==> src/rtl/spi_dbuf_pkg.sv <==
package spi_dbuf_pkg;

    // Engine activity: either waiting for a character or clocking a frame.
    typedef enum logic {
        ST_IDLE = 1'b0,
        ST_RUN  = 1'b1
    } eng_state_e;

    localparam int DEF_CHAR_W = 9;
    localparam int DEF_BAUD_W = 8;

endpackage

==> src/rtl/spi_dbuf_baudgen.sv <==
module spi_dbuf_baudgen #(
    parameter int BAUD_W = 8
) (
    input  logic              clk,
    input  logic              rst_n,
    input  logic              run,
    input  logic [BAUD_W-1:0] baud,
    output logic              tick
);

    typedef struct packed {
        logic [BAUD_W-1:0] cnt;
    } div_t;

    div_t div_d, div_q;

    // One tick every baud+1 clocks while running; the count restarts from
    // zero whenever the engine is idle so the first edge is a full half-period away.
    always_comb begin
        div_d = div_q;
        tick  = run && (div_q.cnt >= baud);
        if (!run || tick) begin
            div_d.cnt = '0;
        end else begin
            div_d.cnt = div_q.cnt + 1'b1;
        end
    end

    always_ff @(posedge clk or negedge rst_n) begin
        if (!rst_n) begin
            div_q <= '0;
        end else begin
            div_q <= div_d;
        end
    end

endmodule

==> src/rtl/spi_dbuf_shifter.sv <==
module spi_dbuf_shifter #(
    parameter int CHAR_W = 9
) (
    input  logic              clk,
    input  logic              rst_n,
    input  logic              load,
    input  logic [CHAR_W-1:0] load_data,
    input  logic              edge_tick,
    input  logic              cpha,
    input  logic              lsb_first,
    input  logic              nine_bit,
    input  logic              miso,
    output logic              mosi,
    output logic              phase,
    output logic              last_edge,
    output logic [CHAR_W-1:0] frame_word
);

    localparam int EDGES_MAX = 2 * CHAR_W;
    localparam int ECNT_W    = $clog2(EDGES_MAX);
    localparam logic [ECNT_W-1:0] LAST_LONG  = ECNT_W'(EDGES_MAX - 1);
    localparam logic [ECNT_W-1:0] LAST_SHORT = ECNT_W'(EDGES_MAX - 3);

    typedef struct packed {
        logic [CHAR_W-1:0] tx;
        logic [CHAR_W-1:0] rx;
        logic [ECNT_W-1:0] ecnt;
        logic              ph;
    } sh_t;

    sh_t sh_d, sh_q;

    logic [ECNT_W-1:0] last_idx;
    logic              odd_edge;
    logic              do_sample;
    logic              do_shift;
    logic [CHAR_W-1:0] rx_in;
    logic [CHAR_W-1:0] rx_nxt;

    always_comb begin
        last_idx  = nine_bit ? LAST_LONG : LAST_SHORT;
        odd_edge  = sh_q.ecnt[0];
        // Even edges are leading, odd edges trailing. Phase 0 samples on
        // leading edges; phase 1 samples on trailing edges.
        do_sample = edge_tick && (odd_edge == cpha);
        // Setup happens on the other edge; with phase 1 the very first leading
        // edge keeps the bit presented at load time.
        do_shift  = edge_tick && (cpha ? (!odd_edge && (sh_q.ecnt != '0)) : odd_edge);

        if (lsb_first) begin
            if (nine_bit) begin
                rx_in = {miso, sh_q.rx[CHAR_W-1:1]};
            end else begin
                rx_in = {1'b0, miso, sh_q.rx[CHAR_W-2:1]};
            end
        end else begin
            rx_in = {sh_q.rx[CHAR_W-2:0], miso};
        end
        rx_nxt     = do_sample ? rx_in : sh_q.rx;
        frame_word = rx_nxt;
        last_edge  = edge_tick && (sh_q.ecnt == last_idx);

        if (lsb_first) begin
            mosi = sh_q.tx[0];
        end else begin
            mosi = nine_bit ? sh_q.tx[CHAR_W-1] : sh_q.tx[CHAR_W-2];
        end
        phase = sh_q.ph;

        sh_d    = sh_q;
        sh_d.rx = rx_nxt;
        if (edge_tick) begin
            sh_d.ph   = ~sh_q.ph;
            sh_d.ecnt = last_edge ? '0 : sh_q.ecnt + 1'b1;
        end
        if (do_shift) begin
            sh_d.tx = lsb_first ? (sh_q.tx >> 1) : (sh_q.tx << 1);
        end
        if (load) begin
            sh_d.tx   = load_data;
            sh_d.rx   = '0;
            sh_d.ecnt = '0;
        end
    end

    always_ff @(posedge clk or negedge rst_n) begin
        if (!rst_n) begin
            sh_q <= '0;
        end else begin
            sh_q <= sh_d;
        end
    end

    AST_EDGE_IN_FRAME: assert property (@(posedge clk) disable iff (!rst_n)
        sh_q.ecnt <= last_idx) else $error("edge index beyond frame");

    AST_PHASE_HOME: assert property (@(posedge clk) disable iff (!rst_n)
        last_edge |=> !sh_q.ph) else $error("sck not home after frame");

endmodule

==> src/rtl/spi_dbuf_rxbuf.sv <==
module spi_dbuf_rxbuf #(
    parameter int CHAR_W = 9
) (
    input  logic              clk,
    input  logic              rst_n,
    input  logic              frame_done,
    input  logic [CHAR_W-1:0] frame_word,
    input  logic              rx_en,
    input  logic              rd_en,
    input  logic              ovf_clr,
    output logic [CHAR_W-1:0] rd_data,
    output logic              rxc,
    output logic              ovf
);

    typedef struct packed {
        logic [CHAR_W-1:0] data;
        logic              full;
        logic              ovf;
    } rxb_t;

    rxb_t rxb_d, rxb_q;

    always_comb begin
        rxb_d = rxb_q;
        if (rd_en) begin
            rxb_d.full = 1'b0;
        end
        if (ovf_clr) begin
            rxb_d.ovf = 1'b0;
        end
        if (frame_done && rx_en) begin
            rxb_d.data = frame_word;
            rxb_d.full = 1'b1;
            // The newest character wins; a pending unread one is lost.
            if (rxb_q.full && !rd_en) begin
                rxb_d.ovf = 1'b1;
            end
        end
    end

    always_ff @(posedge clk or negedge rst_n) begin
        if (!rst_n) begin
            rxb_q <= '0;
        end else begin
            rxb_q <= rxb_d;
        end
    end

    assign rd_data = rxb_q.full ? rxb_q.data : '0;
    assign rxc     = rxb_q.full;
    assign ovf     = rxb_q.ovf;

    AST_OVF_ON_UNREAD: assert property (@(posedge clk) disable iff (!rst_n)
        (frame_done && rx_en && rxc && !rd_en) |=> ovf) else $error("lost character not flagged");

    AST_RX_OFF_NO_FILL: assert property (@(posedge clk) disable iff (!rst_n)
        (!rx_en && !rxc) |=> !rxc) else $error("capture while receiver off");

endmodule

==> src/rtl/spi_dbuf_master.sv <==
module spi_dbuf_master
    import spi_dbuf_pkg::*;
#(
    parameter int CHAR_W = DEF_CHAR_W,
    parameter int BAUD_W = DEF_BAUD_W
) (
    input  logic              clk,
    input  logic              rst_n,
    input  logic              cfg_cpol,
    input  logic              cfg_cpha,
    input  logic              cfg_lsb_first,
    input  logic              cfg_nine_bit,
    input  logic              cfg_rx_en,
    input  logic              cfg_ss_en,
    input  logic [BAUD_W-1:0] cfg_baud,
    input  logic              wr_en,
    input  logic [CHAR_W-1:0] wr_data,
    input  logic              rd_en,
    input  logic              ovf_clr,
    output logic [CHAR_W-1:0] rd_data,
    output logic              dre,
    output logic              txc,
    output logic              rxc,
    output logic              ovf,
    output logic              sck,
    output logic              mosi,
    input  logic              miso,
    output logic              ss_n
);

    localparam logic [CHAR_W-1:0] SHORT_MASK = {1'b0, {(CHAR_W-1){1'b1}}};

    typedef struct packed {
        eng_state_e        state;
        logic [CHAR_W-1:0] hold;
        logic              hold_full;
        logic              txc;
        logic              ss_n;
    } ctl_t;

    ctl_t ctl_d, ctl_q;

    logic              tick;
    logic              load;
    logic              accept;
    logic              last_edge;
    logic              phase;
    logic [CHAR_W-1:0] frame_word;

    spi_dbuf_baudgen #(.BAUD_W(BAUD_W)) u_baud (
        .clk   (clk),
        .rst_n (rst_n),
        .run   (ctl_q.state == ST_RUN),
        .baud  (cfg_baud),
        .tick  (tick)
    );

    spi_dbuf_shifter #(.CHAR_W(CHAR_W)) u_shift (
        .clk        (clk),
        .rst_n      (rst_n),
        .load       (load),
        .load_data  (ctl_q.hold),
        .edge_tick  (tick),
        .cpha       (cfg_cpha),
        .lsb_first  (cfg_lsb_first),
        .nine_bit   (cfg_nine_bit),
        .miso       (miso),
        .mosi       (mosi),
        .phase      (phase),
        .last_edge  (last_edge),
        .frame_word (frame_word)
    );

    spi_dbuf_rxbuf #(.CHAR_W(CHAR_W)) u_rxbuf (
        .clk        (clk),
        .rst_n      (rst_n),
        .frame_done (last_edge),
        .frame_word (frame_word),
        .rx_en      (cfg_rx_en),
        .rd_en      (rd_en),
        .ovf_clr    (ovf_clr),
        .rd_data    (rd_data),
        .rxc        (rxc),
        .ovf        (ovf)
    );

    always_comb begin
        ctl_d  = ctl_q;
        load   = 1'b0;
        accept = wr_en && !ctl_q.hold_full;
        case (ctl_q.state)
            ST_IDLE: begin
                if (ctl_q.hold_full) begin
                    load            = 1'b1;
                    ctl_d.hold_full = 1'b0;
                    ctl_d.state     = ST_RUN;
                    ctl_d.ss_n      = !cfg_ss_en;
                end
            end
            ST_RUN: begin
                if (last_edge) begin
                    if (ctl_q.hold_full) begin
                        // Back-to-back: next character enters on the final edge.
                        load            = 1'b1;
                        ctl_d.hold_full = 1'b0;
                    end else begin
                        ctl_d.state = ST_IDLE;
                        ctl_d.txc   = 1'b1;
                        ctl_d.ss_n  = 1'b1;
                    end
                end
            end
            default: ctl_d.state = ST_IDLE;
        endcase
        if (accept) begin
            ctl_d.hold      = cfg_nine_bit ? wr_data : (wr_data & SHORT_MASK);
            ctl_d.hold_full = 1'b1;
            ctl_d.txc       = 1'b0;
        end
    end

    always_ff @(posedge clk or negedge rst_n) begin
        if (!rst_n) begin
            ctl_q.state     <= ST_IDLE;
            ctl_q.hold      <= '0;
            ctl_q.hold_full <= 1'b0;
            ctl_q.txc       <= 1'b0;
            ctl_q.ss_n      <= 1'b1;
        end else begin
            ctl_q <= ctl_d;
        end
    end

    assign dre  = !ctl_q.hold_full;
    assign txc  = ctl_q.txc;
    assign ss_n = ctl_q.ss_n;
    assign sck  = cfg_cpol ^ phase;

    AST_SCK_IDLE_LEVEL: assert property (@(posedge clk) disable iff (!rst_n)
        (ctl_q.state == ST_IDLE) |-> (sck == cfg_cpol)) else $error("sck off idle level");

    AST_TXC_SS_HIGH: assert property (@(posedge clk) disable iff (!rst_n)
        txc |-> ss_n) else $error("select low after completion");

    AST_WR_IGNORED: assert property (@(posedge clk) disable iff (!rst_n)
        (wr_en && ctl_q.hold_full) |=> (ctl_q.hold == $past(ctl_q.hold))) else $error("pending character corrupted");

    AST_DRE_REFILL: assert property (@(posedge clk) disable iff (!rst_n)
        (ctl_q.hold_full && ctl_q.state == ST_IDLE) |=> dre) else $error("holding register not drained");

    AST_B2B_CONTINUE: assert property (@(posedge clk) disable iff (!rst_n)
        (last_edge && ctl_q.hold_full) |=> (ctl_q.state == ST_RUN && !txc)) else $error("gap between frames");

endmodule

==> config.mk <==
export PLATFORM = sky130hd
export DESIGN_NAME = spi_dbuf_master
export DESIGN_NICKNAME = d
export VERILOG_FILES = /design/src/rtl/spi_dbuf_pkg.sv /design/src/rtl/spi_dbuf_baudgen.sv /design/src/rtl/spi_dbuf_shifter.sv /design/src/rtl/spi_dbuf_rxbuf.sv /design/src/rtl/spi_dbuf_master.sv
export SDC_FILE = /design/constraint.sdc
export NUM_CORES = 1
export LEC_CHECK = 0
export BUFFER_PORTS_ARGS = -buffer_cell sky130_fd_sc_hd__buf_2
export CAP_MARGIN = 10
export CORE_MARGIN = 1
export CORE_UTILIZATION = 40
export DETAILED_ROUTE_END_ITERATION = 16
export MAX_ROUTING_LAYER = met4
export SLEW_MARGIN = 20
export SYNTH_ARGS = -nofsm -noshare
export SYNTH_HDL_FRONTEND = slang
export SYNTH_SLANG_ARGS = --single-unit
==> constraint.sdc <==
create_clock -name clk -period 4.1 [get_ports clk]
set_clock_uncertainty 0.15 [all_clocks]
set_input_delay 0.615 -clock clk [delete_from_list [all_inputs] [get_ports clk]]
set_output_delay 0.615 -clock clk [all_outputs]
set_load 0.02 [all_outputs]
### After elaboration in Yosys (flattened, before gate mapping)

Cells that the tools add are included.

| operators by class | value |
|---|---|
| bitwise operators | 3 |
| add/sub/neg operators | 2 |
| $lt $le $gt $ge | 1 |
| reduce and logical (&&, ||, !) cells | 22 |
| eq/ne operators | 7 |
| multiplexer cells | 31 |

Operator list:

| kind | count |
|---|---|
| $mux 9 | 7 |
| $mux 23 | 1 |
| $mux 1 | 11 |
| $mux 5 | 2 |
| $reduce_bool 2->1 | 5 |
| $add 8x1->8 const B | 1 |
| $ge 8x8->1 | 1 |
| $logic_and 1x1->1 | 8 |
| $mux 8 | 1 |
| $pmux 1 s2 | 4 |
| $mux 2 | 3 |
| $mux 6 | 1 |
| $reduce_and 3->1 | 2 |
| $add 5x1->5 const B | 1 |
| $eq 5x5->1 | 1 |
| $logic_not 1->1 | 5 |
| $reduce_bool 5->1 | 1 |
| $ne 2x1->1 const B | 2 |
| $ne 2x2->1 const B | 2 |
| $mux 3 | 1 |
| $ne 3x1->1 const B | 1 |
| $not 1->1 | 2 |
| $eq 1x1->1 | 1 |
| $logic_or 1x1->1 | 1 |
| $xor 1x1->1 | 1 |

| word-level totals | value |
|---|---|
| register bits | 56 |
| output and inout port bits | 16 |
| logic and storage cells | 79 |
| bits of input ports | 29 |

### Longest topological paths before layout

| depth | value |
|---|---|
| word-level depth | 6 |
| gate-level depth with buffers | 9 |
| gate-level depth less buffers | 8 |

### By module

Synthesis repeated with hierarchy kept, for this count alone.

| unflattened totals | value |
|---|---|
| cells, all modules | 279 |
| area, all modules | 3091.7 µm² |

Modules (own cells, without submodules):

| module | sequential area each (µm²) | cells an instance | area each (µm²) | times used |
|---|---|---|---|---|
| spi_dbuf_shifter | 600.6 | 146 | 1453.9 | 1 |
| spi_dbuf_baudgen | 200.2 | 59 | 578.1 | 1 |
| spi_dbuf_master | 326.6 | 39 | 559.3 | 1 |
| spi_dbuf_rxbuf | 275.3 | 35 | 500.5 | 1 |

### Worst setup path before layout

Ideal clock, no wire load.

| timing | value |
|---|---|
| path kind | input -> register |
| start | in cfg_baud[1] |
| end | reg u_rxbuf.rxb_q[6] (netlist bit) |
| path buffers | 1 |
| slack | 1.269 ns |
| setup time | 0.125 ns |
| data required time | 3.825 ns |
| stages on the path | 8 |
| data arrival time | 2.556 ns |
| cell sequence | inv_1 ha_1 nor2b_1 o211a_1 o311a_4 o2111ai_1 buf_4 mux2_2 |

| on the way | value |
|---|---|
| longest elaborated chain between the ends | 4 |
| elaborated cells on any way between the ends | 6 |
| classes of those cells | order compare: 1; mux: 1; reduce/logical: 4 |

Ends and longest elaborated chain:

| what | line | text |
|---|---|---|
| start, declared | spi_dbuf_master.sv:15 | `input logic [BAUD_W-1:0] cfg_baud,` |
| $ge 8x8->1 (*) | spi_dbuf_baudgen.sv:21 | `tick = run && (div_q.cnt >= baud);` |
| $logic_and 1x1->1 (*) | spi_dbuf_baudgen.sv:21 |  |
| $logic_and 1x1->1, on equally long branches | spi_dbuf_shifter.sv:45, spi_dbuf_shifter.sv:61 |  |
| $mux 9 / $logic_and 1x1->1 (equally long branches) | spi_dbuf_shifter.sv:59, spi_dbuf_rxbuf.sv:32 |  |
| end signal, assigned | spi_dbuf_rxbuf.sv:46 | `rxb_q <= rxb_d;` |
| end, declared | spi_dbuf_rxbuf.sv:22 | `rxb_t rxb_d, rxb_q;` |

Mark *: on every way between the ends. The rest lies on a longest branch, timed or not.
A chain may end at the register's enable or synchronous reset.

### Worst setup path after layout

| timing | value |
|---|---|
| start | reg u_baud.div_q[1] (netlist bit) |
| end | reg u_rxbuf.rxb_q[2] (netlist bit) |

| on the way | value |
|---|---|
| longest elaborated chain between the ends | 4 |
| elaborated cells on any way between the ends | 6 |
| classes of those cells | order compare: 1; mux: 1; reduce/logical: 4 |

Ends and longest elaborated chain:

| what | line | text |
|---|---|---|
| start, declared | spi_dbuf_baudgen.sv:15 | `div_t div_d, div_q;` |
| start signal, assigned | spi_dbuf_baudgen.sv:33 | `div_q <= div_d;` |
| $ge 8x8->1 (*) | spi_dbuf_baudgen.sv:21 |  |
| $logic_and 1x1->1 (*) | spi_dbuf_baudgen.sv:21 |  |
| $logic_and 1x1->1, on equally long branches | spi_dbuf_shifter.sv:45, spi_dbuf_shifter.sv:61 |  |
| $mux 9 / $logic_and 1x1->1 (equally long branches) | spi_dbuf_shifter.sv:59, spi_dbuf_rxbuf.sv:32 |  |

Marked as above.

==> impl.org <==
** Run status
- The run finished with clean final reports.

** Critical path
- Kind of start point of the critical path :: flip-flop
- Of all nets on the critical path, the largest fanout is 9.
- The slowest stage of the critical path belongs to the cell sky130_fd_sc_hd__dfrtp_1.
- The worst register-to-register path begins at u_baud.div_q[1]$_DFF_PN0_.
- The critical path in this run is classified as flip-flop to flip-flop.
- First element of the critical path :: u_baud.div_q[1]$_DFF_PN0_
- Buf+Inv Stages, Crit Path :: 0
- The cell family contributing the most delay on the critical path is compound AO/OA/AOI/OAI gates.
- Cells along the critical path :: ha_1, nor2b_1, o211a_1, o311a_4, o211a_1, mux2_4, mux2_2
- CP Data Arrival Time :: approximately 2.9 ns
- Counting stages on the worst path, the most repeated cell is sky130_fd_sc_hd__o211a_1.
- STA puts the critical path data required time at around 4.2 ns.
- Peak per-stage delay on the critical path :: 0.45 ns
- STA classifies the critical path endpoint as a flip-flop.

** Synth
- In this run, synthesis inferred 0 flip-flops with an integrated enable.
- The number of nets handed over by synthesis was between 300 and 400.
- After synthesis, the netlist uses 45 different library cells.
- Seq/Total Area, Yosys :: 46.6%
- Post-synthesis average cell area :: 10.9 sq um
- sky130_fd_sc_hd__dfrtp_1 is the most common cell in the netlist.
- Syn. warnings :: 0
- Synthesis inferred 56 register bits.
- Counting instances in the post-synthesis netlist gives the leading cell types as 55 x sky130_fd_sc_hd__dfrtp_1, 28 x sky130_fd_sc_hd__mux2_2, 22 x sky130_fd_sc_hd__nor2_1.
- Most common flop cell mapped by yosys :: sky130_fd_sc_hd__dfrtp_1
- In the post-synthesis netlist, the biggest area contributors are sky130_fd_sc_hd__dfrtp_1 46%, sky130_fd_sc_hd__mux2_2 10%, sky130_fd_sc_hd__ha_1 4.6%.
- Cell taking the most area after synthesis :: sky130_fd_sc_hd__dfrtp_1
- Gate count after technology mapping :: about 280
- Total standard cell area after synthesis :: 3010 sq um
- The share of synthesized area in the top cell type comes to a little under half.
- For this run, asynchronously set or reset flops after synthesis account for between 90% and 100%.

** STA
- Setup total negative slack on the finished layout was measured at 0 ns.
- Fmax achieved :: ~0.36 GHz
- The count of final hold-check violations is 0.
- Final hold analysis gives a worst-case slack of 0.214 ns.
- For the pin with the worst max-slew slack, the measured transition is between 0.8 and 0.9 ns.
- Final-report max-slew violation count :: 0
- Setup repair after global routing left no endpoint under its margin.
- Final Cycle Share :: approximately 70%
- Setup violations remaining at the end of the flow were counted as 0.
- Period minus WS final :: 2.81 ns
- Worst-case headroom to the max-slew limit :: roughly 44%

** Place
- Routability-driven placement finished with a final weighted congestion of roughly 0.84.
- HPWL Detailed :: between 4000 and 5000 um
- Count of buffers inserted at the top-level ports :: 44

** Clock network
- After clock tree synthesis, the setup repair step added 0 buffers.
- Clock latency on the worst-skew pair, taken at its later pin, is approximately 0.33 ns.
- Buffer cell driving the clock tree root :: sky130_fd_sc_hd__clkbuf_8
- Number of levels in the clock H-tree :: 2
- TritonCTS built the clock tree.
- Counting along the longest clock path gives a buffer depth of 2.
- Total number of clock tree sinks :: between 50 and 60
- Post-CTS sizing :: 0
- For this design, the CTS-stage hold fixing added 0 buffers.
- Clock tree synthesis inserted a total of 5 buffers.
- Clock input transition at the sequential cells of the worst setup and hold paths :: approximately 0.12 ns

** Final layout
- The area growth from synthesis to layout is 14.0%.
- Inserted Diodes :: 0
- The post-route netlist has 30.0% of its cells at a drive strength greater than 1.
- Number of nets in the layout :: between 300 and 400

** Min path
- Type of the worst min-delay path :: input port to async pin

** Floorplanning
- The initial utilization of the core area, before any placement, comes to 41.5%.
- In this run the count of I/O pins placed on the die edge is 45.
- Core Area :: roughly 7300 sq um
- Placement Rows :: 31
- Die extent in y :: 88.7 um
- The die covers 7870 sq um.
- The floorplan step set the die width to roughly 89 um.

** Power and ir drop
- Summed over all nets, the switching power comes to between 0.0006 and 0.0007 W.
- The internal portion of the total power is between 0.001 and 0.0015 W.
- Leakage power figure :: 1.70 nW
- Net switching is 34.9% of the power.
- VDD sags by at most between 0.0002 and 0.0003 V.
- The clock network accounts for between 10% and 20% of the total power.
- The share of total power dissipated in combinational logic is around 32%.
- Share of power burned in registers :: approximately half
- Power spread over the standard cell area amounts to around 500 nW/um^2.

** Global route
- Total global routing track utilization :: approximately 17%
- The initial antenna violation count was 0.
- Entering global routing, the biggest net connects 38 pins.
- The via count of the first global-routing pass came to about 2000.
- The first global-routing pass estimated just under 10000 um of wire.
- Summed over all layers, the global routing overflow is 0.

** Flow run
- The tool flagged a number of max-cap violations equal to 0.

** Route
- Post-detailed-routing wire length :: approximately 5700 um
- Detailed-route vias per instance :: around 5.0
- Once detail routing completed, the nets flagged for antenna violations numbered 0.
- After detailed routing, the average wire length per cell comes to 13.6 um.
- Remaining DRCs :: 0
- The routed layout has 2115 vias.
- Number of optimization iterations in the first detailed-route pass :: 4
- Drt initial violations :: 68
[power groups by stage]
stage	Sequential, W	Clock [W]	Combinational, W
floorplan	0.000804	0	0.000460
CTS	0.000841	0.000336	0.000569
finish	0.000841	0.000325	0.000560
global route	0.000864	0.000355	0.000646
global placement	0.000852	0	0.000551
detailed placement	0.000851	0	0.000565
[per-layer routing]
layer	global-route usage [%]	wire, um	share of wire (%)
met3	3.64	157	2.7
met2	25.2	2570	45
met4	5.72	80	1.4
met1	23.9	2940	51
met5	-	0	0
[stage by stage]
stage	utilization, %	cell area, sq um	worst slack [ns]	power (W)	instances
floorplan	-	3010	1.27	0.00126	276
global route	47.3	3430	1.20	0.00186	422
CTS	47.3	3430	1.28	0.00175	422
detailed placement	46.0	3340	1.00	0.00142	414
global placement	46.0	3340	1.04	0.00140	414
finish	47.3	3430	1.29	0.00173	422
[sequential cells by signal, summed over array words and instances (netlist names)]
register	flops
u_baud.div_q	8
u_shift.odd_edge	1
ctl_q	11
ss_n	1
u_rxbuf.rxc	1
u_rxbuf.rxb_q	9
u_shift.phase	1
u_shift.sh_q	22
u_rxbuf.ovf	1
txc	1
[kinds of logic (layout without fill, tap and decap cells)]
group	Yosys count	after routing	share of synthesized area (%)
AO/OA/AOI/OAI	53	53	12.9
multiplexers	39	39	15.1
buffers and inverters	24	71	3.45
XOR/XNOR	10	10	2.91
AND/OR/NAND/NOR	83	83	14.4
flip-flops	56	56	46.6
adder cells (fa/ha/maj)	11	11	4.57
[layout by cell type (no fill, tap or decap), types with 2 or more instances in the layout]
cell	Yosys	routed
sky130_fd_sc_hd__mux2_2	28	28
sky130_fd_sc_hd__nand3_1	9	9
sky130_fd_sc_hd__buf_4	1	4
sky130_fd_sc_hd__xnor2_1	4	4
sky130_fd_sc_hd__mux2i_1	5	5
sky130_fd_sc_hd__ha_1	11	11
sky130_fd_sc_hd__inv_1	15	15
sky130_fd_sc_hd__a22oi_1	2	2
sky130_fd_sc_hd__o21ai_0	15	15
sky130_fd_sc_hd__mux2_4	6	6
sky130_fd_sc_hd__a22o_1	3	3
sky130_fd_sc_hd__and2_1	17	17
sky130_fd_sc_hd__nand2_1	13	13
sky130_fd_sc_hd__a31oi_1	2	2
sky130_fd_sc_hd__buf_2	1	44
sky130_fd_sc_hd__a21o_1	4	4
sky130_fd_sc_hd__o211a_1	2	2
sky130_fd_sc_hd__xor2_1	6	6
sky130_fd_sc_hd__a21oi_1	6	6
sky130_fd_sc_hd__o2bb2ai_1	7	7
sky130_fd_sc_hd__o211ai_1	3	3
sky130_fd_sc_hd__nor2b_1	10	10
sky130_fd_sc_hd__and3_1	4	4
sky130_fd_sc_hd__inv_6	0	2
sky130_fd_sc_hd__nand2b_1	3	3
sky130_fd_sc_hd__dfrtp_1	55	55
sky130_fd_sc_hd__clkbuf_8	0	5
sky130_fd_sc_hd__nor2_1	22	22
[cell type report]
cell class | count | area (sq um)
fillers | 697 | 3820
multi-input cells | 196 | 1500
flip-flops and latches | 56 | 1400
repair buffers | 48 | 250
well taps | 99 | 124
clock buffers | 5 | 68.8
inverters | 15 | 56.3
clock inverters | 3 | 25.0
[path summary, 6_finish.rpt]
| check | end | slack (ns) | cells past startpoint |
|---|---|---|---|
| worst max register to register | u_rxbuf.rxb_q[2]$_DFFE_PN0P_ | 1.29 | 7 |
| worst min register to register | u_shift.sh_q[18]$_DFFE_PN0P_ | 0.33 | 1 |
| worst max-delay path | u_rxbuf.rxb_q[2]$_DFFE_PN0P_ | 1.29 | 7 |
| worst min-delay path | u_shift.sh_q[18]$_DFFE_PN0P_ | 0.21 | 1 |
| max in group asynchronous | u_baud.div_q[2]$_DFF_PN0_ | 2.82 | 2 |
| min in group clk | u_rxbuf.ovf$_DFF_PN0_ | 0.30 | 2 |
Power figures use the tool's default switching activity.
